[src/rtl/haltcore_pkg.sv]
package haltcore_pkg;

  typedef enum logic [3:0] {
    ALU_ADD, ALU_SUB, ALU_AND, ALU_OR, ALU_XOR, ALU_NOR,
    ALU_SLT, ALU_SLTU, ALU_SLL, ALU_SRL, ALU_SRA, ALU_LUI
  } aluSel_t;

  typedef enum logic [2:0] {
    NX_SEQ, NX_BEQ, NX_BNE, NX_BLEZ, NX_BGTZ, NX_JUMP, NX_JREG
  } nextSel_t;

  typedef enum logic [1:0] { DST_RT, DST_RD, DST_RA } dstSel_t;
  typedef enum logic [1:0] { WB_ALU, WB_MEM, WB_LINK } wbSel_t;

  // strobes from control to datapath
  typedef struct packed {
    aluSel_t  aluSel;
    logic     useImm;
    logic     zeroExt;
    logic     regWe;
    dstSel_t  dstSel;
    wbSel_t   wbSel;
    logic     memWe;
    nextSel_t nextSel;
    logic     commit;
  } strobe_t;

  localparam logic [5:0] OP_RTYPE = 6'h00;
  localparam logic [5:0] OP_J     = 6'h02;
  localparam logic [5:0] OP_JAL   = 6'h03;
  localparam logic [5:0] OP_BEQ   = 6'h04;
  localparam logic [5:0] OP_BNE   = 6'h05;
  localparam logic [5:0] OP_BLEZ  = 6'h06;
  localparam logic [5:0] OP_BGTZ  = 6'h07;
  localparam logic [5:0] OP_ADDIU = 6'h09;
  localparam logic [5:0] OP_SLTIU = 6'h0B;
  localparam logic [5:0] OP_ANDI  = 6'h0C;
  localparam logic [5:0] OP_ORI   = 6'h0D;
  localparam logic [5:0] OP_XORI  = 6'h0E;
  localparam logic [5:0] OP_LUI   = 6'h0F;
  localparam logic [5:0] OP_LW    = 6'h23;
  localparam logic [5:0] OP_SW    = 6'h2B;

  localparam logic [5:0] FN_SLL  = 6'h00;
  localparam logic [5:0] FN_SRL  = 6'h02;
  localparam logic [5:0] FN_SRA  = 6'h03;
  localparam logic [5:0] FN_JR   = 6'h08;
  localparam logic [5:0] FN_ADDU = 6'h21;
  localparam logic [5:0] FN_SUBU = 6'h23;
  localparam logic [5:0] FN_AND  = 6'h24;
  localparam logic [5:0] FN_OR   = 6'h25;
  localparam logic [5:0] FN_XOR  = 6'h26;
  localparam logic [5:0] FN_NOR  = 6'h27;
  localparam logic [5:0] FN_SLT  = 6'h2A;
  localparam logic [5:0] FN_SLTU = 6'h2B;

endpackage

[src/rtl/haltCtrl.sv]
module haltCtrl
  import haltcore_pkg::*;
#(
  parameter int CNT_W = 8
) (
  input  logic             clk,
  input  logic             rstN,
  input  logic [31:0]      instr,
  input  logic             raZero,
  input  logic [CNT_W-1:0] cfgInterval,
  output strobe_t          strb,
  output logic             done
);

  localparam logic [31:0] HALT_SPIN = {OP_BEQ, 5'd0, 5'd0, 16'hFFFF};
  localparam logic [31:0] HALT_RET  = {OP_RTYPE, 5'd31, 15'd0, FN_JR};

  logic [5:0] op, funct;
  logic       haltNow, haltQ, wrap;
  logic [CNT_W-1:0] cntQ, lastIdx;

  assign op    = instr[31:26];
  assign funct = instr[5:0];

  // decode into strobes
  always_comb begin
    strb = '{aluSel: ALU_ADD, useImm: 1'b0, zeroExt: 1'b0, regWe: 1'b0,
             dstSel: DST_RT, wbSel: WB_ALU, memWe: 1'b0, nextSel: NX_SEQ,
             commit: 1'b0};
    case (op)
      OP_RTYPE: begin
        strb.dstSel = DST_RD;
        strb.regWe  = 1'b1;
        case (funct)
          FN_ADDU: strb.aluSel = ALU_ADD;
          FN_SUBU: strb.aluSel = ALU_SUB;
          FN_AND:  strb.aluSel = ALU_AND;
          FN_OR:   strb.aluSel = ALU_OR;
          FN_XOR:  strb.aluSel = ALU_XOR;
          FN_NOR:  strb.aluSel = ALU_NOR;
          FN_SLT:  strb.aluSel = ALU_SLT;
          FN_SLTU: strb.aluSel = ALU_SLTU;
          FN_SLL:  strb.aluSel = ALU_SLL;
          FN_SRL:  strb.aluSel = ALU_SRL;
          FN_SRA:  strb.aluSel = ALU_SRA;
          FN_JR: begin
            strb.regWe   = 1'b0;
            strb.nextSel = NX_JREG;
          end
          default: strb.regWe = 1'b0;  // unsupported: NOP
        endcase
      end
      OP_ADDIU: begin strb.useImm = 1'b1; strb.regWe = 1'b1; end
      OP_SLTIU: begin strb.useImm = 1'b1; strb.regWe = 1'b1; strb.aluSel = ALU_SLTU; end
      OP_ANDI:  begin strb.useImm = 1'b1; strb.zeroExt = 1'b1; strb.regWe = 1'b1; strb.aluSel = ALU_AND; end
      OP_ORI:   begin strb.useImm = 1'b1; strb.zeroExt = 1'b1; strb.regWe = 1'b1; strb.aluSel = ALU_OR; end
      OP_XORI:  begin strb.useImm = 1'b1; strb.zeroExt = 1'b1; strb.regWe = 1'b1; strb.aluSel = ALU_XOR; end
      OP_LUI:   begin strb.regWe = 1'b1; strb.aluSel = ALU_LUI; end
      OP_BEQ:   strb.nextSel = NX_BEQ;
      OP_BNE:   strb.nextSel = NX_BNE;
      OP_BLEZ:  strb.nextSel = NX_BLEZ;
      OP_BGTZ:  strb.nextSel = NX_BGTZ;
      OP_J:     strb.nextSel = NX_JUMP;
      OP_JAL: begin
        strb.nextSel = NX_JUMP;
        strb.regWe   = 1'b1;
        strb.dstSel  = DST_RA;
        strb.wbSel   = WB_LINK;
      end
      OP_LW: begin strb.useImm = 1'b1; strb.regWe = 1'b1; strb.wbSel = WB_MEM; end
      OP_SW: begin strb.useImm = 1'b1; strb.memWe = 1'b1; end
      default: ;
    endcase
    strb.commit = !(haltNow || haltQ);
  end

  // stop-pattern test on the fetched word
  assign haltNow = (instr == HALT_SPIN) || ((instr == HALT_RET) && raZero);

  always_ff @(posedge clk or negedge rstN) begin
    if (!rstN) haltQ <= 1'b0;
    else if (haltNow) haltQ <= 1'b1;
  end

  // window counter: done refreshed only when the window closes
  assign lastIdx = (cfgInterval == '0) ? '0 : cfgInterval - 1'b1;
  assign wrap    = (cntQ >= lastIdx);

  always_ff @(posedge clk or negedge rstN) begin
    if (!rstN) begin
      cntQ <= '0;
      done <= 1'b0;
    end else if (wrap) begin
      cntQ <= '0;
      done <= haltQ;
    end else begin
      cntQ <= cntQ + 1'b1;
    end
  end

  p_sticky_halt_r9: assert property (@(posedge clk) disable iff (!rstN)
    haltQ |=> haltQ);

  p_done_window_r10: assert property (@(posedge clk) disable iff (!rstN)
    !wrap |=> $stable(done));

  p_done_source_r10: assert property (@(posedge clk) disable iff (!rstN)
    $rose(done) |-> $past(haltQ));

endmodule

[src/rtl/haltPath.sv]
module haltPath
  import haltcore_pkg::*;
#(
  parameter int DW = 32
) (
  input  logic          clk,
  input  logic          rstN,
  input  logic [25:0]   instrLow,
  input  strobe_t       strb,
  input  logic [DW-1:0] memRdData,
  output logic [DW-1:0] pcOut,
  output logic [DW-3:0] memAddr,
  output logic [DW-1:0] memWrData,
  output logic          memWe,
  output logic          raZero
);

  localparam int NREG = 32;
  localparam int IDX_W = $clog2(NREG);
  localparam int IMM_W = 16;

  logic [DW-1:0] rf [NREG];
  logic [DW-1:0] pcQ, pcNext, pcPlus4, brTarget, jTarget;
  logic [IDX_W-1:0] rsIdx, rtIdx, rdIdx, dstIdx;
  logic [4:0] shamt;
  logic [IMM_W-1:0] imm;
  logic [DW-1:0] rsVal, rtVal, immExt, opB, sum, aluRes, wbData;
  logic taken;

  assign rsIdx = instrLow[25:21];
  assign rtIdx = instrLow[20:16];
  assign rdIdx = instrLow[15:11];
  assign shamt = instrLow[10:6];
  assign imm   = instrLow[15:0];

  assign rsVal  = rf[rsIdx];
  assign rtVal  = rf[rtIdx];
  assign immExt = strb.zeroExt ? {{(DW-IMM_W){1'b0}}, imm}
                               : {{(DW-IMM_W){imm[IMM_W-1]}}, imm};
  assign opB    = strb.useImm ? immExt : rtVal;
  assign sum    = rsVal + opB;

  always_comb begin
    case (strb.aluSel)
      ALU_ADD:  aluRes = sum;
      ALU_SUB:  aluRes = rsVal - opB;
      ALU_AND:  aluRes = rsVal & opB;
      ALU_OR:   aluRes = rsVal | opB;
      ALU_XOR:  aluRes = rsVal ^ opB;
      ALU_NOR:  aluRes = ~(rsVal | opB);
      ALU_SLT:  aluRes = {{(DW-1){1'b0}}, $signed(rsVal) < $signed(opB)};
      ALU_SLTU: aluRes = {{(DW-1){1'b0}}, rsVal < opB};
      ALU_SLL:  aluRes = rtVal << shamt;
      ALU_SRL:  aluRes = rtVal >> shamt;
      ALU_SRA:  aluRes = $unsigned($signed(rtVal) >>> shamt);
      ALU_LUI:  aluRes = {imm, {(DW-IMM_W){1'b0}}};
      default:  aluRes = sum;
    endcase
  end

  // next PC
  assign pcPlus4  = pcQ + 4;
  assign brTarget = pcPlus4 + {immExt[DW-3:0], 2'b00};
  assign jTarget  = {pcPlus4[DW-1:DW-4], instrLow, 2'b00};

  always_comb begin
    case (strb.nextSel)
      NX_BEQ:  taken = (rsVal == rtVal);
      NX_BNE:  taken = (rsVal != rtVal);
      NX_BLEZ: taken = ($signed(rsVal) <= 0);
      NX_BGTZ: taken = ($signed(rsVal) > 0);
      default: taken = 1'b0;
    endcase
    case (strb.nextSel)
      NX_JUMP: pcNext = jTarget;
      NX_JREG: pcNext = rsVal;
      default: pcNext = taken ? brTarget : pcPlus4;
    endcase
  end

  always_ff @(posedge clk or negedge rstN) begin
    if (!rstN) pcQ <= '0;
    else if (strb.commit) pcQ <= pcNext;
  end

  // writeback
  always_comb begin
    case (strb.dstSel)
      DST_RD:  dstIdx = rdIdx;
      DST_RA:  dstIdx = IDX_W'(NREG - 1);
      default: dstIdx = rtIdx;
    endcase
    case (strb.wbSel)
      WB_MEM:  wbData = memRdData;
      WB_LINK: wbData = pcPlus4;
      default: wbData = aluRes;
    endcase
  end

  always_ff @(posedge clk or negedge rstN) begin
    if (!rstN) begin
      for (int i = 0; i < NREG; i++) rf[i] <= '0;
    end else if (strb.commit && strb.regWe && dstIdx != '0) begin
      rf[dstIdx] <= wbData;
    end
  end

  assign pcOut     = pcQ;
  assign memAddr   = sum[DW-1:2];
  assign memWrData = rtVal;
  assign memWe     = strb.memWe && strb.commit;
  assign raZero    = (rf[NREG-1] == '0);

  p_seq_pc_r4: assert property (@(posedge clk) disable iff (!rstN)
    (strb.commit && strb.nextSel == NX_SEQ) |=> (pcQ == $past(pcQ) + 4));

  p_frozen_pc_r9: assert property (@(posedge clk) disable iff (!rstN)
    !strb.commit |=> $stable(pcQ));

  p_aligned_store_r6: assert property (@(posedge clk) disable iff (!rstN)
    memWe |-> (sum[1:0] == 2'b00));

  p_zero_reg_r7: assert property (@(posedge clk) disable iff (!rstN)
    (strb.regWe && dstIdx == '0) |=> (rf[0] == '0));

endmodule

[src/rtl/haltCore.sv]
module haltCore
  import haltcore_pkg::*;
#(
  parameter int DW    = 32,
  parameter int CNT_W = 8
) (
  input  logic             clk,
  input  logic             rstN,
  output logic [DW-1:0]    instrAddr,
  input  logic [DW-1:0]    instrData,
  output logic [DW-3:0]    memAddr,
  output logic [DW-1:0]    memWrData,
  output logic             memWe,
  input  logic [DW-1:0]    memRdData,
  input  logic [CNT_W-1:0] cfgInterval,
  output logic             done
);

  strobe_t strb;
  logic    raZero;

  haltCtrl #(.CNT_W(CNT_W)) uCtrl (
    .clk(clk), .rstN(rstN), .instr(instrData), .raZero(raZero),
    .cfgInterval(cfgInterval), .strb(strb), .done(done)
  );

  haltPath #(.DW(DW)) uPath (
    .clk(clk), .rstN(rstN), .instrLow(instrData[25:0]), .strb(strb),
    .memRdData(memRdData), .pcOut(instrAddr), .memAddr(memAddr),
    .memWrData(memWrData), .memWe(memWe), .raZero(raZero)
  );

endmodule

[config.mk]
export PLATFORM = sky130hd
export DESIGN_NAME = haltCore
export DESIGN_NICKNAME = d
export VERILOG_FILES = /design/src/rtl/haltcore_pkg.sv /design/src/rtl/haltCtrl.sv /design/src/rtl/haltPath.sv /design/src/rtl/haltCore.sv
export SDC_FILE = /design/constraint.sdc
export NUM_CORES = 2
export LEC_CHECK = 0
export BUFFER_PORTS_ARGS = -buffer_cell sky130_fd_sc_hd__buf_2
export CAP_MARGIN = 20
export CORE_UTILIZATION = 35
export DETAILED_ROUTE_END_ITERATION = 6
export PLACE_DENSITY_LB_ADDON = 0.2
export RECOVER_POWER = 25
export SYNTH_ARGS = -nofsm -noshare
export SYNTH_HDL_FRONTEND = slang
export SYNTH_HIERARCHICAL = 1
export SYNTH_SLANG_ARGS = --single-unit
[constraint.sdc]
create_clock -name clk -period 7.4 [get_ports clk]
set_clock_uncertainty 0.1 [all_clocks]
set_input_delay 0.37 -clock clk [delete_from_list [all_inputs] [get_ports clk]]
set_output_delay 0.37 -clock clk [all_outputs]
set_load 0.01 [all_outputs]
# ---- Word-level counts from Yosys, hierarchy flattened
# Index checks and enable logic that the tools add are counted.
dict set report classes {
  n_addsub 6
  mul 0
  div 0
  magnitude_cmp 9
  eq_ne 50
  shift 3
  mux 30
  bitwise_logic 7
  n_reduce_logical 18
}
# op n
set op_table {}
lappend op_table {{bitwise mux 1024 bit} 1}
lappend op_table {{case mux 32 bit (11 select lines)} 1}
lappend op_table {{binary-select mux 32 bit (select 5 bit)} 2}
lappend op_table {{two-way mux 32 bit} 8}
lappend op_table {{demux 32 bit (select 5 bit)} 1}
lappend op_table {{case mux 32 bit (2 select lines)} 2}
lappend op_table {{adder 32 bit} 2}
lappend op_table {{< comparator 32 bit} 2}
lappend op_table {{== test 6 bit, second input constant} 10}
lappend op_table {{== test 6 x 4 -> 1 bit, second input constant} 7}
lappend op_table {{case mux 4 bit (10 select lines)} 1}
lappend op_table {{adder 32 x 3 -> 32 bit, second input constant} 1}
lappend op_table {{AND 32 bit} 1}
lappend op_table {{== test 32 x 26 -> 1 bit, second input constant} 1}
lappend op_table {{== test 32 x 29 -> 1 bit, second input constant} 1}
lappend op_table {{== test 32 bit} 1}
lappend op_table {{greater-than comparator 32 x 1 -> 1 bit, second input constant} 1}
lappend op_table {{<= comparator 32 x 1 -> 1 bit, second input constant} 1}
lappend op_table {{zero test 32 bit} 1}
lappend op_table {{inequality test 32 bit} 1}
lappend op_table {{NOT 32 bit} 1}
lappend op_table {{OR 32 bit} 1}
lappend op_table {{left shift 32 x 5 -> 32 bit} 1}
lappend op_table {{right shift 32 x 5 -> 32 bit} 1}
lappend op_table {{40 further kinds} 73}
dict set report word_totals {
  reg_bits 1066
  latch_bits 0
  mem_bits_rw 0
  romBits 0
  mem_count 0
}

# ---- Depth between registers and ports, before layout
dict set report logic_depth {
  ltp_word 10
  mapped_depth 28
  ltp_nobuf 22
}

# ---- By module
# The synthesis kept the hierarchy.
# module n_inst cells_per_inst area_each_um2 seq_area_each_um2
set modules_own_cells {}
lappend modules_own_cells {haltPath 1 6897 70131.0 26425.3}
lappend modules_own_cells {haltCtrl 1 166 1283.7 250.2}

# ---- Worst setup path after synthesis
# Ideal clock, no wire load.
dict set report synth_timing {
  path_kind {input port to flip-flop}
  startpoint {in instrData[16]}
  endpoint {reg uPath/rf[0] in the netlist's numbering}
  t_arrival_ps 5432
  required_time_ps 7175
  path_slack_ps 1744
  stages 25
  cell_sequence {buf_6 -> buf_4 -> buf_6 -> buf_4 -> buf_2 -> mux2i_1 -> a22oi_1 -> o2111ai_1 -> nand4_1 -> mux2i_1 -> inv_1 -> ha_1 -> fa_1 -> o21bai_1 -> a21oi_1 -> o31ai_1 -> o31ai_1 -> nand3b_1 -> a211oi_1 -> o41ai_1 -> a21boi_0 -> o31ai_1 -> o211ai_1 -> clkbuf_1 -> mux2_2}
}
dict set report synth_via {
  elab_chain_cells 10
  elab_cells_between_ends 35
  classes_between {add/sub: 2; order compare: 4; eq/ne: 2; shift: 3; mux: 10; bitwise: 6; reduce/logical: 8}
}
# element line_no
set synth_rtl {}
lappend synth_rtl {{start: declaration} haltCore.sv:10} ;# input logic [DW-1:0] instrData,
lappend synth_rtl {{NOT 5 -> 6 bit (implied by the code) *} haltPath.sv:37} ;# assign rtVal = rf[rtIdx];
lappend synth_rtl {{binary-select mux 32 bit (select 5 bit) *} haltPath.sv:37}
lappend synth_rtl {{two-way mux 32 bit (implied by the code) * (2 in series)} haltPath.sv:37}
lappend synth_rtl {{named net memWrData[0]} haltCore.sv:12} ;# output logic [DW-1:0] memWrData,
lappend synth_rtl {{parallel branches: the longest is 3 deep, another holds adder 32 bit} --}
lappend synth_rtl {{case mux 32 bit (11 select lines) *} haltPath.sv:44} ;# case (strb.aluSel)
lappend synth_rtl {{case mux 32 bit (2 select lines) *} haltPath.sv:93} ;# case (strb.wbSel)
lappend synth_rtl {{bitwise mux 1024 bit *} haltPath.sv:104} ;# rf[dstIdx] <= wbData;
lappend synth_rtl {{end signal: indexed assignment} haltPath.sv:104}
lappend synth_rtl {{end: declaration} haltPath.sv:22} ;# logic [DW-1:0] rf [NREG];
# Mark *: on every way through the listed nets, which the timed path passes. The select of a mux whose other input is x is not followed.
# A chain may end at the register's enable or synchronous reset.

# ---- Final worst setup path
dict set report layout_timing {
  startpoint {in instrData[24]}
  endpoint {out memAddr[29]}
}
dict set report layout_via {
  elab_chain_cells 5
}
# element line_no
set layout_rtl {}
lappend layout_rtl {{NOT 5 -> 6 bit (implied by the code)} haltPath.sv:36} ;# assign rsVal = rf[rsIdx];
lappend layout_rtl {{binary-select mux 32 bit (select 5 bit)} haltPath.sv:36}
lappend layout_rtl {{two-way mux 32 bit (implied by the code) (2 in series)} haltPath.sv:36}
lappend layout_rtl {{adder 32 bit} haltPath.sv:41} ;# assign sum = rsVal + opB;
lappend layout_rtl {{end: declaration} haltCore.sv:11} ;# output logic [DW-3:0] memAddr,
# Every way passes these cells. The select of a mux whose other input is x is not followed.

==> flow_summary_export.csv <==
group,metric,value,unit
status,status,"finished with violations",
status,violations,"design-rule violations, max-capacitance violations, max-slew violations",
logic_synthesis,ys_seq_area_share,37.4,%
critical_path,arrival,6.85,ns
sta,grt_setup_unrepaired,"false",
sta,fmax,0.137,GHz
sta,relSlewSlack,-194,%
run,maxCapViolCount,6,
placement,dp_cells,9675,
critical_path,cpPeakStageDelay,0.92,ns
critical_path,crit_type,"in -> out",
logic_synthesis,yosys-top-cells-area,"dfrtp_1 (37%), mux4_2 (13%), mux2i_1 (7.2%)",
grt,antenna_found_initial,21,
critical_path,crit_fanout,15,
sta,period_share,98.9,%
sta,worst_pin_slew,4.41,ns
grt,grt_pass1_vias,61000,
sta,hold_viol_final,0,
detailed_routing,viasPerCell,6.44,
grt,grt.overflow.total,0,
placement,dp_hpwl,253000,um
hold_path,min_path_type,"in -> reg",
logic_synthesis,synth-seq-cells,1066,
layout,fin_cells,9914,
logic_synthesis,syn_area,71400,sq um
logic_synthesis,synth_top_area_share,37.4,%
critical_path,cpMostUsedCell,"buf_4",
clocking,clock_sinks,1066,
sta,setup_ws,0.0781,ns
detailed_routing,drtIter0Drc,8433,
detailed_routing,avgRoutedWirePerCell,35.9,um
logic_synthesis,netlist_instances,7063,
detailed_routing,ant_nets,0,
logic_synthesis,syn_avg_cell_area,10.1,sq um
critical_path,cp_top_family,"compound AO/OA/AOI/OAI gates",
logic_synthesis,ys_types,99,
grt,grt_pass1_wl,493000,um
logic_synthesis,synth_ff_type,"dfrtp_1",
placement,place_ws,-0.263,ns
grt,grt_max_degree,154,
detailed_routing,drc,3,
placement,port_buffers,169,
pwr,ir_worst_vdd,0.000207,V
sta,maxSlewViolCount,403,
sta,setup_viol,0,
die,rows,165,
logic_synthesis,yosys_warnings,6,
critical_path,required,6.93,ns
clocking,clk_path_buf_depth,3,
critical_path,cp-start-kind,"primary input",
critical_path,end_kind,"output port",
layout,drive_above_1_share,24.2,%
logic_synthesis,async_reset_ff_share,100,%
die,die_w,454,um
critical_path,crit_chain,"buf_2 > buf_4 > inv_2 > nor2_1 > a22oi_1 > nand4_1 > buf_4 > inv_1 > ha_1 > a21oi_1 > o21bai_1 > a2111oi_0 > buf_4 > nor3_1 > buf_4 > o2111ai_1 > a21oi_1 > o21ai_0 > a2111oi_0 > buf_4 > o21a_1 > nor2_1 > xnor2_1 > buf_2",
layout,final_core_util,40.0,%
die,fp.dieH,454,um
grt,grt_util_all_layers,33.9,%
die,start_util,35.3,%
pwr,p_leak,0.0356,uW
critical_path,cp_num_buf_inv,9,
clocking,cts_tree,"done",
clocking,clk_pin_slew_worst_paths,0.07,ns
layout,nets,7344,
detailed_routing,vias,63900,
detailed_routing,dr.pass1.iters,7,
clocking,cts-root-buf,"clkbuf_16",
die,dieArea,206000,sq um
die,core_region_area,203000,sq um
placement,dpl_cell_area,77000,sq um
clocking,cts_buffers,116,
logic_synthesis,synth-edff-count,0,
pwr,p_per_area,237,nW/um^2
sta,fin_tns_setup,0,ns
die,pin_count,170,
clocking,cts_max_level,3,
layout,syn_to_final_growth,13.4,%
critical_path,critPathSlowestCell,"nor2_1",
clocking,clkLatencyLatePin,0.79,ns
detailed_routing,drt-total-wl,356000,um
layout,finish.instance_area,81000,sq um
logic_synthesis,synth_nets,7280,
sta,fin_crit,7.32,ns
logic_synthesis,yosysTopAreaCell,"dfrtp_1",
placement,gp_congestion,1.02,
==> path summary, 6_finish.rpt <==
kind                                             from                          to  slack [ns]  cells past startpoint
min                                      instrData[0]  uPath/pcOut[2]$_DFFE_PN0P_        0.06                      3
min reg2reg                uPath/rf[1010]$_DFFE_PN0P_  uPath/rf[1010]$_DFFE_PN0P_        0.29                      0
min in group asynchronous                        rstN   uPath/rf[315]$_DFFE_PN0P_        1.61                      2
max reg2reg                   uPath/rf[0]$_DFFE_PN0P_   uPath/rf[830]$_DFFE_PN0P_        0.44                     25
max                                     instrData[24]                 memAddr[29]        0.08                     24
max in group asynchronous                        rstN   uPath/rf[854]$_DFFE_PN0P_        1.09                      4
==> layer usage <==
layer | wire, um | vias up | GRT usage, %
met2 | 155000 | 3712 | 51.0
met4 | 26600 | 18 | 21.6
met3 | 34100 | 926 | 7.83
met1 | 140000 | 32800 | 43.9
li1 | - | 26400 | -
met5 | 131 | - | 0
==> layout by cell type (no fill, tap or decap), types with 28 or more instances in the layout <==
| cell type | count |
|---|---|
| inv_1 | 138 |
| clkbuf_16 | 118 |
| o221ai_1 | 30 |
| a211oi_1 | 34 |
| a221oi_1 | 46 |
| ha_1 | 139 |
| a22oi_1 | 204 |
| a31oi_1 | 54 |
| mux2_2 | 422 |
| a22o_1 | 32 |
| mux2i_1 | 513 |
| nand2_1 | 954 |
| nor3_1 | 56 |
| xnor2_1 | 104 |
| buf_4 | 391 |
| o22ai_1 | 91 |
| nand3_1 | 110 |
| buf_2 | 128 |
| xor2_1 | 35 |
| dfrtp_1 | 1066 |
| o211ai_1 | 50 |
| nand2_2 | 28 |
| o21ai_0 | 698 |
| mux4_2 | 399 |
| a21o_1 | 29 |
| nor2_1 | 295 |
| o31ai_1 | 51 |
| and3_1 | 28 |
| buf_12 | 50 |
| nor4_1 | 44 |
| clkbuf_1 | 63 |
| a21oi_1 | 216 |
| nand4_1 | 45 |
==> registers in the layout, indices dropped and copies added, names as in the netlist <==
register	count
uPath/rf	1024
uCtrl/done	1
uCtrl/cntQ	8
uCtrl/haltQ	1
uPath/pcOut	32
==> Yosys cell counts (23+ instances only) <==
cell / n
nand2b_1: 27
nor2b_1: 31
a221o_1: 23
xor2_1: 35
buf_1: 41
mux4_2: 399
o31ai_1: 51
a21o_1: 29
ha_1: 140
nand3_1: 110
dfrtp_1: 1066
clkbuf_1: 499
and3_1: 29
o21ai_0: 706
o221ai_1: 31
a211oi_1: 38
a21oi_1: 221
nor3_1: 62
buf_2: 50
nor4_1: 46
a22oi_1: 204
inv_1: 142
nor2_1: 321
buf_6: 49
nand4_1: 45
buf_4: 35
o211ai_1: 50
a31oi_1: 57
o22ai_1: 92
a22o_1: 32
nand2_1: 984
mux2_2: 422
xnor2_1: 104
a221oi_1: 46
mux2i_1: 515
==> where the power goes <==
group	internal, uW	leakage [uW]	switching (uW)	total (uW)
combinational	2180	0.0190	3810	5990
sequential	6420	0.0146	611	7030
clock	3550	0.00196	2650	6200
total	12200	0.0356	7070	19200
==> layout make-up <==
type | count | area [sq um]
Fill cell | 19900 | 122000
Multi-Input combinational cell | 5177 | 41500
Sequential cell | 1066 | 26700
Timing Repair Buffer | 620 | 4850
Clock buffer | 171 | 3410
Tap cell | 2672 | 3340
Clock inverter | 46 | 597
Inverter | 146 | 551
Antenna cell | 16 | 40.0
==> timing repair <==
action | 4_1_cts | 5_1_grt
setup buffers | 0 | 0
setup endpoints to repair | 0 | 6
hold buffers | 2 | 0
resized for setup | 0 | 5
endpoints found under the hold margin | 121 | 0
==> kinds of logic (layout without fill, tap and decap cells) <==
| family | count (synthesis) | after routing | synth area share [%] |
|---|---|---|---|
| AO/OA/AOI/OAI | 1780 | 1780 | 15.9 |
| adder cells (fa/ha/maj) | 143 | 143 | 2.54 |
| flip-flops | 1066 | 1066 | 37.4 |
| buffers and inverters | 820 | 983 | 5.10 |
| AND/OR/NAND/NOR | 1778 | 1778 | 11.0 |
| XOR/XNOR | 139 | 139 | 1.70 |
| other | 0 | 16 | 0 |
| multiplexers | 1337 | 1337 | 26.5 |
==> metrics by stage <==
stage	hold slack, ns	total power, uW
floorplan	-0.0256	10400
global placement	0.277	12800
detailed placement	0.285	12900
CTS	0.0115	19100
global route	0.0759	19900
finish	0.0624	19200
==> worst reg2reg max path, cell delays in order (launching register included) <==
cell,delay [ns]
dfrtp_1,0.46
mux4_2,0.54
o2111ai_1,0.20
nand4_1,0.48
mux2i_1,0.40
inv_1,0.11
ha_1,0.27
inv_1,0.10
fa_1,0.23
nor2b_1,0.07
o21a_1,0.22
o21ai_0,0.37
a211oi_1,0.15
buf_4,0.18
nor4_2,0.45
buf_4,0.20
o21ai_0,0.08
buf_4,0.17
a311oi_1,0.40
a21oi_1,0.13
nor2_1,0.13
xnor2_1,0.12
buf_4,0.19
o211ai_1,0.53
buf_12,0.29
a31oi_1,0.17
(Power assumes the default switching activity.)
